[config.mk]
export PLATFORM = sky130hd
export DESIGN_NAME = nvm_clk_divider
export DESIGN_NICKNAME = d
export VERILOG_FILES = /design/src/rtl/nvm_clk_pkg.sv /design/src/rtl/nvm_clk_ctrl.sv /design/src/rtl/nvm_clk_datapath.sv /design/src/rtl/nvm_clk_divider.sv
export SDC_FILE = /design/constraint.sdc
export NUM_CORES = 1
export LEC_CHECK = 0
export CAP_MARGIN = 15
export CORE_UTILIZATION = 50
export DETAILED_ROUTE_END_ITERATION = 7
export PLACE_DENSITY = 0.87
export SETUP_SLACK_MARGIN = 0.15
export SLEW_MARGIN = 20
export SYNTH_ARGS = -nofsm -noshare
export SYNTH_HDL_FRONTEND = slang
export SYNTH_HIERARCHICAL = 1
export SYNTH_SLANG_ARGS = --single-unit
[constraint.sdc]
create_clock -name clk -period 2.25 [get_ports clk]
set_clock_uncertainty 0.1 [all_clocks]
set_input_delay 0.5625 -clock clk [delete_from_list [all_inputs] [get_ports clk]]
set_output_delay 0.5625 -clock clk [all_outputs]
set_load 0.01 [all_outputs]
[src/rtl/nvm_clk_pkg.sv]
package nvm_clk_pkg;
  // Strobes passed from the register control to the counting datapath
  typedef struct packed {
    logic restart;      // clear both counters this cycle
    logic usePrescale;  // advance main counter only on prescaler wrap
  } divStrobe_t;
endpackage

[src/rtl/nvm_clk_ctrl.sv]
module nvm_clk_ctrl
  import nvm_clk_pkg::*;
#(
  parameter int DIV_W = 6
) (
  input  logic                 clk,
  input  logic                 rstN,
  input  logic                 wrEn,
  input  logic [DIV_W+1:0]     wrData,
  output divStrobe_t           strobe,
  output logic [DIV_W-1:0]     divisor,
  output logic [DIV_W+1:0]     rdData,
  output logic                 progEnable
);
  localparam int PRE_BIT = DIV_W;

  logic             loadedQ;
  logic             preSelQ;
  logic [DIV_W-1:0] divQ;

  always_ff @(posedge clk) begin
    if (!rstN) begin
      loadedQ <= 1'b0;
      preSelQ <= 1'b0;
      divQ    <= '0;
    end else if (wrEn) begin
      loadedQ <= 1'b1;  // any write marks the divider configured
      preSelQ <= wrData[PRE_BIT];
      divQ    <= wrData[DIV_W-1:0];
    end
  end

  always_comb begin
    strobe.restart     = wrEn;
    strobe.usePrescale = preSelQ;
  end

  assign divisor    = divQ;
  assign rdData     = {loadedQ, preSelQ, divQ};
  assign progEnable = loadedQ;
endmodule

[src/rtl/nvm_clk_datapath.sv]
module nvm_clk_datapath
  import nvm_clk_pkg::*;
#(
  parameter int DIV_W = 6,
  parameter int PRE_W = 3
) (
  input  logic             clk,
  input  logic             rstN,
  input  divStrobe_t       strobe,
  input  logic [DIV_W-1:0] divisor,
  output logic             tick
);
  localparam logic [PRE_W-1:0] PRE_LAST = '1;

  logic [PRE_W-1:0] preCnt;
  logic [DIV_W-1:0] mainCnt;
  logic             preFire;
  logic             advance;
  logic             hit;

  always_ff @(posedge clk) begin
    if (!rstN || strobe.restart) preCnt <= '0;
    else                         preCnt <= preCnt + 1'b1;
  end

  assign preFire = (preCnt == PRE_LAST);
  assign advance = strobe.usePrescale ? preFire : 1'b1;
  assign hit     = advance && (mainCnt == divisor);

  always_ff @(posedge clk) begin
    if (!rstN || strobe.restart) mainCnt <= '0;
    else if (advance)            mainCnt <= hit ? '0 : mainCnt + 1'b1;
  end

  assign tick = hit;
endmodule

[src/rtl/nvm_clk_divider.sv]
module nvm_clk_divider
  import nvm_clk_pkg::*;
#(
  parameter int DIV_W = 6,
  parameter int PRE_W = 3
) (
  input  logic             clk,
  input  logic             rstN,
  input  logic             wrEn,
  input  logic [DIV_W+1:0] wrData,
  output logic [DIV_W+1:0] rdData,
  output logic             tick,
  output logic             progEnable
);
  divStrobe_t       strobe;
  logic [DIV_W-1:0] divisor;

  nvm_clk_ctrl #(.DIV_W(DIV_W)) u_ctrl (
    .clk(clk), .rstN(rstN), .wrEn(wrEn), .wrData(wrData),
    .strobe(strobe), .divisor(divisor), .rdData(rdData),
    .progEnable(progEnable)
  );

  nvm_clk_datapath #(.DIV_W(DIV_W), .PRE_W(PRE_W)) u_dp (
    .clk(clk), .rstN(rstN), .strobe(strobe), .divisor(divisor),
    .tick(tick)
  );
endmodule

==> impl_metrics.env <==
export IMPL_status="complete, no violations"
export IMPL_drt_wl_total_mm=1.74
export IMPL_vias=637
export IMPL_yosysTopAreaCell="dfxtp_1"
export IMPL_ys_warnings_count=6
export IMPL_setup_ws_ns=0.0973
export IMPL_synth_yosys_seq_area_share=0.401
export IMPL_finalNetCount=123
export IMPL_ys_seq_elements=17
export IMPL_cp_common_cell="ha_4"
export IMPL_endpoint_kind="output pin"
export IMPL_synth_fa_ha_area_frac=0.0442
export IMPL_num_antenna_cells=0
export IMPL_max_freq_ghz=0.465
export IMPL_worst_path_largest_cell_delay_ns=0.36
export IMPL_antenna_found_initial=0
export IMPL_initialDrtViolationCount=5
export IMPL_ys_types=24
export IMPL_fin_crit_sh=0.957
export IMPL_fp_dieArea_um2=1870
export IMPL_grt_pass1_wl_mm=2.76
export IMPL_ys_top_cells_by_count="dfxtp_1 (17), buf_4 (10), nor2b_1 (9), mux2i_1 (7), xor2_1 (6)"
export IMPL_start_util=0.550
export IMPL_synthXorXnorAreaFrac=0.121
export IMPL_finalMaxSlewViolations=0
export IMPL_crit_buf_inv=1
export IMPL_first_global_vias=649
export IMPL_syn_area_per_cell_um2=10.7
export IMPL_grt_overflow_total=0
export IMPL_setup_tns_final_ns=0
export IMPL_worst_ir_drop_vdd_mv=0.386
export IMPL_numPortBuffers=19
export IMPL_rsz0062_at_grt="yes"
export IMPL_crit_path_max_fanout=2
export IMPL_post_dp_hpwl_mm=1.12
export IMPL_gr_usage_all_layers=0.200
export IMPL_grt_max_degree=10
export IMPL_finalWeightedCongestion=0.736
export IMPL_synth_area_leaders="dfxtp_1 (40%), buf_4 (8.8%), mux2i_1 (8.3%), nor2b_1 (6.6%), xor2_1 (6.2%)"
export IMPL_post_route_util=0.776
export IMPL_drc=0
export IMPL_synth_compound_area_frac=0.0560
export IMPL_synthFlopType="dfxtp_1"
export IMPL_clockBufferDepth=2
export IMPL_netlist_area_leader_share=0.401
export IMPL_stdcell_area_um2=1200
export IMPL_crit_required_ns=1.59
export IMPL_synth_enable_flop_cells=0
export IMPL_place_area_um2=1020
export IMPL_synth_area_um2=848
export IMPL_wl_per_cell_um=14.0
export IMPL_htree_levels=1
export IMPL_rows=14
export IMPL_async_reset_ff_frac=0
export IMPL_cts_made_buffers=3
export IMPL_cts_tree="done"
export IMPL_met2_usage=0.376
export IMPL_path_class="reg2out"
export IMPL_cp_top_family="simple AND/OR/NAND/NOR gates"
export IMPL_critPathLaunchType="flop"
export IMPL_slowest_stage="dfxtp_2"
export IMPL_muxShareOfSynthArea=0.0826
export IMPL_pre_cts_ws_ns=-0.0926
export IMPL_drt_pass1_iterations=4
export IMPL_die_x_um=43.2
export IMPL_gr_usage_met1=0.223
export IMPL_clk_pin_slew_ns=0.09
export IMPL_min_path_type="reg2reg"
export IMPL_syn_nets=93
export IMPL_cts_root_buf="clkbuf_4"
export IMPL_use_met3=0.0255
export IMPL_max_cap_violations=0
export IMPL_synth_top_family_by_area="simple AND/OR/NAND/NOR gates"
export IMPL_gr_max_usage_layer="met2"
export IMPL_dieHeight_um=43.2
export IMPL_clkLatencyLatePin_ns=0.28
export IMPL_p_leak_nw=0.493
export IMPL_worst_pin_slew_ns=0.395
export IMPL_p_per_area_nw_per_um2=538
export IMPL_routed_via_density=5.14
export IMPL_ant_nets=0
export IMPL_maxSlewHeadroom=0.736
export IMPL_synth_most_common_cell="dfxtp_1"
export IMPL_min_period_ns=2.15
export IMPL_area_delta_synth_final_pct=41.0
export IMPL_path_cells="ha_4, ha_4, nand2b_4, nand4_4, nor4_4, buf_2"
export IMPL_syn_inst=79
export IMPL_io_pins=21
export IMPL_finalHoldViolations=0
export IMPL_arrival_ns=1.49
export IMPL_drive_above_1_share=0.315
export IMPL_clock_sinks=17
export IMPL_holdBufCountCts=0
export IMPL_setup_viol=0
export IMPL_yosys_area_share_simple=0.193
export IMPL_coreArea_um2=1540
==> worst register-to-register path, cell delays in order (launching register included) <==
cell and delay, ns:
dfxtp_2 0.34, ha_4 0.16, ha_4 0.15, nand2b_4 0.15, nand4_4 0.12, nor4_4 0.04, buf_4 0.14, buf_4 0.12
buf_4 0.12, buf_4 0.11, buf_4 0.12, buf_4 0.12, buf_6 0.10, o21ai_2 0.11
==> area by class of cell <==
| type | instances | area (um^2) |
|---|---|---|
| Fill cell | 107 | 345 |
| Clock buffer | 4 | 26.3 |
| Tap cell | 16 | 20.0 |
| Timing Repair Buffer | 36 | 317 |
| Sequential cell | 17 | 343 |
| Multi-Input combinational cell | 51 | 490 |
==> power breakdown <==
part           switching [mW]  internal (mW)
Combinational          0.0587         0.0996
Clock                  0.0882         0.0688
Sequential             0.0151          0.314
==> worst paths after layout <==
kind	start	end	slack [ns]	cells past startpoint
max	u_dp/preCnt[0]	tick	0.1	6
min	u_dp/preCnt[0]	u_dp/preCnt[0]	0.34	1
max reg2reg	u_dp/preCnt[0]	u_dp/mainCnt[1]	0.18	13
min reg2reg	u_dp/preCnt[0]	u_dp/preCnt[0]	0.34	1
==> metal layers <==
layer  vias to the layer above  share of wire
met5                         -              0
met1                       310           0.38
met2                        14           0.58
met3                         2          0.028
met4                         0         0.0029
li1                        311              -
==> stage by stage <==
step	hold slack (ns)	power, mW	instances
3_5_place_dp	0.320	0.447	109
5_1_grt	0.351	0.676	124
3_3_place_gp	0.307	0.443	109
6_report	0.345	0.644	124
4_1_cts	0.338	0.639	122
2_1_floorplan	0.298	0.399	79
==> kinds of logic (layout without fill, tap and decap cells) <==
group	after synthesis	count (layout)
AND/OR/NAND/NOR	27	27
flip-flops	17	17
buffers and inverters	11	40
XOR/XNOR	10	10
multiplexers	7	7
AO/OA/AOI/OAI	4	4
adder cells (fa/ha/maj)	3	3
==> cells in the final DEF, fill, tap and decap left out <==
cell and n:
and2_1 2, and2b_1 1, and3_1 1, buf_2 1, buf_4 16, buf_6 1
clkbuf_1 1, clkbuf_4 3, clkdlybuf4s50_1 18, dfxtp_1 15, dfxtp_2 2, ha_1 1
ha_4 2, mux2i_1 7, nand2_1 2, nand2b_4 1, nand3_1 3, nand4_1 2
nand4_4 1, nor2_1 4, nor2b_1 9, nor4_4 1, o21a_1 1, o21ai_2 1
o31ai_1 1, o41ai_4 1, xnor2_1 2, xnor2_2 1, xor2_1 4, xor2_2 3
==> sequential cells by signal, summed over array words and instances (netlist names) <==
| name | cells |
|---|---|
| u_ctrl/divisor | 6 |
| u_dp/mainCnt | 6 |
| u_dp/preCnt | 3 |
| u_ctrl/preSelQ | 1 |
| u_ctrl/progEnable | 1 |
==> timing repair <==
action | in CTS | in global routing
gates resized for setup | 12 | 5
pin swaps | 3 | 4
setup endpoints to repair | 1 | 2
setup buffers | 9 | 2
No activity file was read; power rests on OpenSTA's default activity.
